[config.mk]
export PLATFORM = sky130hd
export DESIGN_NAME = sram_strobe_ctrl
export DESIGN_NICKNAME = d
export VERILOG_FILES = /design/src/rtl/sram_strobe_pkg.sv /design/src/rtl/sram_phase_timer.sv /design/src/rtl/sram_dq_capture.sv /design/src/rtl/sram_strobe_ctrl.sv
export SDC_FILE = /design/constraint.sdc
export NUM_CORES = 1
export LEC_CHECK = 0
export BUFFER_PORTS_ARGS = -buffer_cell sky130_fd_sc_hd__clkbuf_2
export CAP_MARGIN = 20
export CORE_MARGIN = 1.5
export CORE_UTILIZATION = 40
export CTS_CLUSTER_DIAMETER = 120
export DETAILED_ROUTE_END_ITERATION = 12
export GPL_TIMING_DRIVEN = 1
export PLACE_DENSITY = 0.71
export SETUP_SLACK_MARGIN = 0.02
export SYNTH_ARGS = -nofsm -noshare
export SYNTH_HDL_FRONTEND = slang
export SYNTH_SLANG_ARGS = --single-unit
[constraint.sdc]
create_clock -name clk -period 2.1 [get_ports clk]
set_input_delay 0.315 -clock clk [delete_from_list [all_inputs] [get_ports clk]]
set_output_delay 0.315 -clock clk [all_outputs]
set_load 0.01 [all_outputs]
[src/rtl/sram_strobe_pkg.sv]
package sram_strobe_pkg;

    typedef enum logic [2:0] {
        ST_IDLE,
        ST_RD_SETUP,
        ST_RD_WAIT,
        ST_RD_CAPTURE,
        ST_WR_SETUP,
        ST_WR_PULSE,
        ST_WR_RECOVER,
        ST_TURNAROUND
    } ctrl_state_e;

endpackage

[src/rtl/sram_phase_timer.sv]
module sram_phase_timer #(
    parameter int CNT_W = 4
) (
    input  logic             clk,
    input  logic             rst_n,
    input  logic             load,
    input  logic [CNT_W-1:0] load_val,
    output logic             expired
);

    logic [CNT_W-1:0] cnt_d, cnt_q;

    always_comb begin
        cnt_d = cnt_q;
        if (load) begin
            cnt_d = load_val;
        end else if (cnt_q != '0) begin
            cnt_d = cnt_q - 1'b1;
        end
    end

    always_ff @(posedge clk or negedge rst_n) begin
        if (!rst_n) cnt_q <= '0;
        else        cnt_q <= cnt_d;
    end

    assign expired = (cnt_q == '0);

    // A running phase shortens by exactly one cycle per clock
    assert_count_step_R9: assert property (@(posedge clk) disable iff (!rst_n)
        ($past(!load) && $past(cnt_q) != '0) |-> (cnt_q == $past(cnt_q) - 1'b1));

endmodule

[src/rtl/sram_dq_capture.sv]
module sram_dq_capture #(
    parameter int DATA_W = 8
) (
    input  logic              clk,
    input  logic              rst_n,
    input  logic              grab,
    input  logic [DATA_W-1:0] dq_in,
    output logic [DATA_W-1:0] rd_data,
    output logic              rd_valid
);

    typedef struct packed {
        logic [DATA_W-1:0] data;
        logic              valid;
    } cap_t;

    cap_t cap_d, cap_q;

    always_comb begin
        cap_d       = cap_q;
        cap_d.valid = grab;
        if (grab) cap_d.data = dq_in;
    end

    always_ff @(posedge clk or negedge rst_n) begin
        if (!rst_n) cap_q <= '0;
        else        cap_q <= cap_d;
    end

    assign rd_data  = cap_q.data;
    assign rd_valid = cap_q.valid;

    // Completion is a single-cycle pulse
    assert_valid_pulse_R4: assert property (@(posedge clk) disable iff (!rst_n)
        rd_valid |=> !rd_valid);

    // Held data only moves on a completion
    assert_data_hold_R4: assert property (@(posedge clk) disable iff (!rst_n)
        !rd_valid |-> $stable(rd_data));

endmodule

[src/rtl/sram_strobe_ctrl.sv]
module sram_strobe_ctrl
    import sram_strobe_pkg::*;
#(
    parameter int ADDR_W         = 19,
    parameter int DATA_W         = 8,
    parameter int ADDR_SETUP_CYC = 1,
    parameter int RD_WAIT_CYC    = 1,
    parameter int WR_PULSE_CYC   = 1,
    parameter int WR_RECOVER_CYC = 1,
    parameter int TURN_CYC       = 1
) (
    input  logic              clk,
    input  logic              rst_n,
    input  logic              req_valid,
    input  logic              req_write,
    input  logic [ADDR_W-1:0] req_addr,
    input  logic [DATA_W-1:0] req_wdata,
    output logic              req_ready,
    output logic              rd_valid,
    output logic [DATA_W-1:0] rd_data,
    output logic [ADDR_W-1:0] sram_addr,
    output logic [DATA_W-1:0] sram_dq_out,
    output logic              sram_dq_oe,
    input  logic [DATA_W-1:0] sram_dq_in,
    output logic              sram_ce_n,
    output logic              sram_we_n,
    output logic              sram_oe_n
);

    localparam int MAX_A   = (ADDR_SETUP_CYC > RD_WAIT_CYC) ? ADDR_SETUP_CYC : RD_WAIT_CYC;
    localparam int MAX_B   = (WR_PULSE_CYC > WR_RECOVER_CYC) ? WR_PULSE_CYC : WR_RECOVER_CYC;
    localparam int MAX_AB  = (MAX_A > MAX_B) ? MAX_A : MAX_B;
    localparam int MAX_CYC = (MAX_AB > TURN_CYC) ? MAX_AB : TURN_CYC;
    localparam int CNT_W   = (MAX_CYC > 1) ? $clog2(MAX_CYC) : 1;

    localparam logic [CNT_W-1:0] LD_SETUP = CNT_W'(ADDR_SETUP_CYC - 1);
    localparam logic [CNT_W-1:0] LD_RDW   = CNT_W'(RD_WAIT_CYC - 1);
    localparam logic [CNT_W-1:0] LD_PULSE = CNT_W'(WR_PULSE_CYC - 1);
    localparam logic [CNT_W-1:0] LD_REC   = CNT_W'(WR_RECOVER_CYC - 1);
    localparam logic [CNT_W-1:0] LD_TURN  = CNT_W'(TURN_CYC - 1);

    typedef struct packed {
        ctrl_state_e       state;
        logic [ADDR_W-1:0] addr;
        logic [DATA_W-1:0] wdata;
        logic              ce_n;
        logic              we_n;
        logic              oe_n;
        logic              dq_oe;
        logic              last_rd;
    } ctrl_t;

    localparam ctrl_t CTRL_RST = '{state: ST_IDLE, addr: '0, wdata: '0, ce_n: 1'b1,
                                   we_n: 1'b1, oe_n: 1'b1, dq_oe: 1'b0, last_rd: 1'b0};

    ctrl_t            ctrl_d, ctrl_q;
    logic             tmr_load;
    logic [CNT_W-1:0] tmr_val;
    logic             tmr_done;
    logic             grab;

    always_comb begin
        ctrl_d   = ctrl_q;
        tmr_load = 1'b0;
        tmr_val  = '0;
        grab     = 1'b0;
        case (ctrl_q.state)
            ST_IDLE: begin
                if (req_valid) begin
                    ctrl_d.addr  = req_addr;
                    ctrl_d.wdata = req_wdata;
                    tmr_load     = 1'b1;
                    if (!req_write) begin
                        ctrl_d.state = ST_RD_SETUP;
                        tmr_val      = LD_SETUP;
                    end else if (ctrl_q.last_rd) begin
                        ctrl_d.state = ST_TURNAROUND;
                        tmr_val      = LD_TURN;
                    end else begin
                        ctrl_d.state = ST_WR_SETUP;
                        ctrl_d.ce_n  = 1'b0;
                        tmr_val      = LD_SETUP;
                    end
                end
            end
            ST_RD_SETUP: begin
                if (tmr_done) begin
                    ctrl_d.state = ST_RD_WAIT;
                    ctrl_d.ce_n  = 1'b0;
                    ctrl_d.oe_n  = 1'b0;
                    tmr_load     = 1'b1;
                    tmr_val      = LD_RDW;
                end
            end
            ST_RD_WAIT: begin
                if (tmr_done) begin
                    grab           = 1'b1;
                    ctrl_d.state   = ST_RD_CAPTURE;
                    ctrl_d.ce_n    = 1'b1;
                    ctrl_d.oe_n    = 1'b1;
                    ctrl_d.last_rd = 1'b1;
                end
            end
            ST_RD_CAPTURE: begin
                ctrl_d.state = ST_IDLE;
            end
            ST_TURNAROUND: begin
                if (tmr_done) begin
                    ctrl_d.state = ST_WR_SETUP;
                    ctrl_d.ce_n  = 1'b0;
                    tmr_load     = 1'b1;
                    tmr_val      = LD_SETUP;
                end
            end
            ST_WR_SETUP: begin
                if (tmr_done) begin
                    ctrl_d.state = ST_WR_PULSE;
                    ctrl_d.we_n  = 1'b0;
                    ctrl_d.dq_oe = 1'b1;
                    tmr_load     = 1'b1;
                    tmr_val      = LD_PULSE;
                end
            end
            ST_WR_PULSE: begin
                if (tmr_done) begin
                    ctrl_d.state   = ST_WR_RECOVER;
                    ctrl_d.we_n    = 1'b1;
                    ctrl_d.dq_oe   = 1'b0;
                    ctrl_d.ce_n    = 1'b1;
                    ctrl_d.last_rd = 1'b0;
                    tmr_load       = 1'b1;
                    tmr_val        = LD_REC;
                end
            end
            ST_WR_RECOVER: begin
                if (tmr_done) ctrl_d.state = ST_IDLE;
            end
            default: ctrl_d = CTRL_RST;
        endcase
    end

    always_ff @(posedge clk or negedge rst_n) begin
        if (!rst_n) ctrl_q <= CTRL_RST;
        else        ctrl_q <= ctrl_d;
    end

    sram_phase_timer #(.CNT_W(CNT_W)) u_timer (
        .clk      (clk),
        .rst_n    (rst_n),
        .load     (tmr_load),
        .load_val (tmr_val),
        .expired  (tmr_done)
    );

    sram_dq_capture #(.DATA_W(DATA_W)) u_capture (
        .clk      (clk),
        .rst_n    (rst_n),
        .grab     (grab),
        .dq_in    (sram_dq_in),
        .rd_data  (rd_data),
        .rd_valid (rd_valid)
    );

    assign req_ready   = (ctrl_q.state == ST_IDLE);
    assign sram_addr   = ctrl_q.addr;
    assign sram_dq_out = ctrl_q.wdata;
    assign sram_dq_oe  = ctrl_q.dq_oe;
    assign sram_ce_n   = ctrl_q.ce_n;
    assign sram_we_n   = ctrl_q.we_n;
    assign sram_oe_n   = ctrl_q.oe_n;

    // Drivers on only inside a write pulse with memory outputs off
    assert_bus_drive_R6: assert property (@(posedge clk) disable iff (!rst_n)
        sram_dq_oe |-> (!sram_we_n && sram_oe_n));

    // Read enable and write strobe never overlap
    assert_oe_we_excl_R6: assert property (@(posedge clk) disable iff (!rst_n)
        !(!sram_we_n && !sram_oe_n));

    // Address frozen while the chip stays selected
    assert_addr_hold_R7: assert property (@(posedge clk) disable iff (!rst_n)
        (!sram_ce_n && $past(!sram_ce_n)) |-> $stable(sram_addr));

    // Write strobe falls only after chip select has already been low
    assert_we_after_ce_R5: assert property (@(posedge clk) disable iff (!rst_n)
        $fell(sram_we_n) |-> $past(!sram_ce_n));

    // Idle controller leaves the memory deselected
    assert_ready_idle_R2: assert property (@(posedge clk) disable iff (!rst_n)
        req_ready |-> (sram_ce_n && sram_we_n && sram_oe_n && !sram_dq_oe));

    // A completion pulse is followed by a return to idle
    assert_ready_after_read_R9: assert property (@(posedge clk) disable iff (!rst_n)
        rd_valid |=> req_ready);

endmodule

==> impl.org <==
** Status
- The run finished with clean final reports.

** Timing
- Final count of pins violating max slew :: 0
- For the pin with the worst max-slew slack, the measured transition is 0.5398 ns.
- Peak Freq :: 584.5 MHz
- Across all setup checks in the final design, the least slack found is 0.3892 ns.
- The count of endpoints failing hold in the final timing report is 0.
- Clock skew after layout :: 0.005090 ns
- Final critical delay including setup and external delays :: 1.711 ns
- In the finished design, the share of the clock period the worst path needs comes to 0.8147.
- Setup violations remaining at the end of the flow were counted as 0.
- Sum of negative setup slack :: 0 ns
- Setup repair after global routing left no endpoint under its margin.
- Max_slew headroom :: 0.6402

** Placed design
- Input and output buffers added on the ports amount to 79.
- HPWL reported at the end of detailed placement :: 2.483 mm
- At the end of routability-driven placement, the weighted congestion stood at 0.6781.
- Pre-CTS setup slack :: 0.3817 ns

** Logic synthesis
- Synthesis instantiated 23 different standard cells from the library.
- The number of nets handed over by synthesis was 184.
- Number of warnings printed during yosys synthesis :: 0
- Mapped Avg Cell Area :: 14.18 µm²
- Share of flip-flops with an asynchronous set or reset after synthesis :: 1.000
- Number of flops mapped to enable cells by yosys :: 0
- Seq cells post-synth :: 44
- Most used DFF post-synth :: dfrtp_1
- Number of cells produced by synthesis :: 145
- Summing every instance area after synthesis gives 2056 µm².
- The share of the Yosys chip area taken by registers is 0.5374.

** Run
- The tool flagged a number of max-cap violations equal to 0.

** Route
- After detailed routing, the number of vias per cell comes to 4.352.
- Once detail routing completed, the nets flagged for antenna violations numbered 0.
- Routed wire per std cell :: 12.58 µm
- For this block, the routed nets add up to 3.359 mm of wire.
- Total iterations of the first detailed-routing run :: 4
- # DRC :: 0
- The first routing iteration left 49 violations.
- Detailed routing inserted a total of 1162 vias.

** Global routing
- The via count of the first global-routing pass is 1139.
- The initial antenna violation count came to 0.
- Maximum number of pins on one net before global-route repair :: 45
- Total track usage :: 0.1276
- Gr ovfl total :: 0
- The first global-routing pass estimated 5.292 mm of wire.

** Clock network
- Counting every sink on the clock net gives 44.
- For this design, the CTS-stage hold fixing added 0 buffers.
- Clock latency reported for the late side of the worst-skew pair :: 0.28 ns
- Clock tree synthesis selected as its root buffer the cell clkbuf_8.
- Level count of the clock H-tree :: 2
- The clock passes through at most 2 buffers.
- Buffer count from post-CTS setup fixing :: 0
- Total CTS buffers :: 5
- After clock tree synthesis, the clock-pin slew on the worst setup and hold paths is 0.08 ns.
- Number of instances resized during post-cts repair :: 0
- TritonCTS built the clock tree.

** Worst hold path
- The worst hold path belongs to the class input port to async pin.

** Critical path
- Startpoint kind of the worst setup timing path :: flip-flop
- CP Data Required Time :: 2.27 ns
- The worst setup path is of the flip-flop to flip-flop kind.
- Tracing the worst setup path back leads to its startpoint at ctrl_q[34]$_DFFE_PN0P_.
- At the worst endpoint, the arrival time is 1.88 ns.
- Kind of end point of the critical path :: flip-flop
- In this run the worst path has a maximum fanout of 27.
- The worst register-to-register path begins at ctrl_q[34]$_DFFE_PN0P_.

** Layout
- Number of nets in the layout :: 238
- The layout has 455 filler cells.
- 0 antenna diodes ended up in the layout.
- Share of post-route cells with drive strength above 1 :: 0.6350
- Synth-to-Final Area Change :: 13.82%

** Power
- Post-layout power :: 3.665 mW
- Maximum ir drop on the vdd rail :: 0.6588 mV
- Cell Pwr Density :: 1567 nW/µm²
- Leak :: 1.171 nW

** Floorplanning
- The initial utilization of the core area, before any placement, comes to 0.4240.
- Die H :: 74.69 µm
- Die ar. :: 5579 µm²
- 80 I/O pins were placed.
- The core region is 4848 µm².
- The floorplan has 25 rows.
- The floorplan step set the die width to 74.69 µm.
[report_power, final]
part           internal (mW)  switching [mW]  total [mW]  leakage, nW
Clock                  0.234           0.261       0.494       0.0422
Combinational          0.901           0.664        1.56        0.611
Sequential              1.30           0.304        1.61        0.517
Total                   2.44            1.23        3.67         1.17
[kinds of logic after synthesis]
logic type | Yosys count | share of synthesized area
DFF | 44 | 0.5374
AOI/OAI and AO/OA | 13 | 0.03652
and+or+nand+nor | 18 | 0.05417
buffers and inverters | 35 | 0.1436
muxes | 35 | 0.2282
[routing by layer]
metal	GRT usage	vias up	part of all wire
li1	-	569	-
met1	0.1592	567	0.43
met2	0.2113	24	0.52
met3	0.03213	2	0.038
met4	0.05455	0	0.0071
met5	0	-	0
[flip-flops by register name (all words and copies together) (netlist names)]
signal              count
u_capture.rd_valid      1
sram_dq_oe              1
ctrl_q                  4
sram_dq_out             8
sram_we_n               1
sram_addr              19
u_capture.rd_data       8
sram_ce_n               1
sram_oe_n               1
[layout by cell type (no fill, tap or decap), types with 2 or more instances in the layout]
master	n
clkbuf_2	79
dfrtp_1	41
mux2_4	20
mux2_2	15
o21ai_0	8
nand2_1	5
clkbuf_8	5
dfstp_2	3
nand2b_1	2
nor2b_1	2
and2b_1	2
a31oi_1	2
nor2_1	2
a211oi_1	2
clkbuf_1	2
buf_4	2
[final timing paths]
kind                                              endpoint  slack, ns  cells past startpoint
worst max-delay path            sram_dq_out[3]$_DFFE_PN0P_       0.39                      3
worst min-delay path             sram_addr[14]$_DFFE_PN0P_       0.09                      2
worst max register to register  sram_dq_out[3]$_DFFE_PN0P_       0.39                      3
worst min register to register       sram_we_n$_DFFE_PN1P_       0.48                      2
max in group asynchronous            sram_oe_n$_DFFE_PN1P_       1.63                      2
min in group clk                 sram_addr[16]$_DFFE_PN0P_       0.26                      2
[cells in the mapped netlist (2+ instances only)]
master	n	area, µm²
buf_2	2	10.01
nand2_1	5	18.77
and2b_1	2	15.01
nand2b_1	2	12.51
mux2_2	15	168.9
o21ai_0	8	40.04
a31oi_1	2	12.51
nor2b_1	2	12.51
mux2_4	20	300.3
dfrtp_1	41	1026
dfstp_2	3	78.83
nor2_1	2	7.510
buf_12	3	60.06
a211oi_1	2	15.01
buf_4	28	210.2
[worst max-delay path, cell delays in order, from the launching register on]
cell,delay (ns)
dfrtp_1,0.51
nor3_4,0.23
and2_4,0.46
mux2_2,0.39
[cell type report]
class | instances | area (µm²) | area share
multi-input combinational | 66 | 655.6 | 0.2802
clock inverter | 1 | 5.005 | 0.002139
tap | 67 | 83.83 | 0.03583
inverter | 1 | 3.754 | 0.001604
timing repair buffer | 81 | 410.4 | 0.1754
sequential | 44 | 1105 | 0.4722
clock buffer | 7 | 76.32 | 0.03262
[through the flow]
| step | utilization | hold slack, ns | instances | instance area [µm²] |
|---|---|---|---|---|
| floorplan | - | 0.01941 | 145 | 2056 |
| global placement | 0.4658 | 0.4287 | 259 | 2258 |
| detailed placement | 0.4658 | 0.4257 | 259 | 2258 |
| CTS | 0.4826 | 0.1055 | 267 | 2340 |
| global route | 0.4826 | 0.1443 | 267 | 2340 |
| finish | 0.4826 | 0.09344 | 267 | 2340 |
No activity file was read; power rests on OpenSTA's default activity.
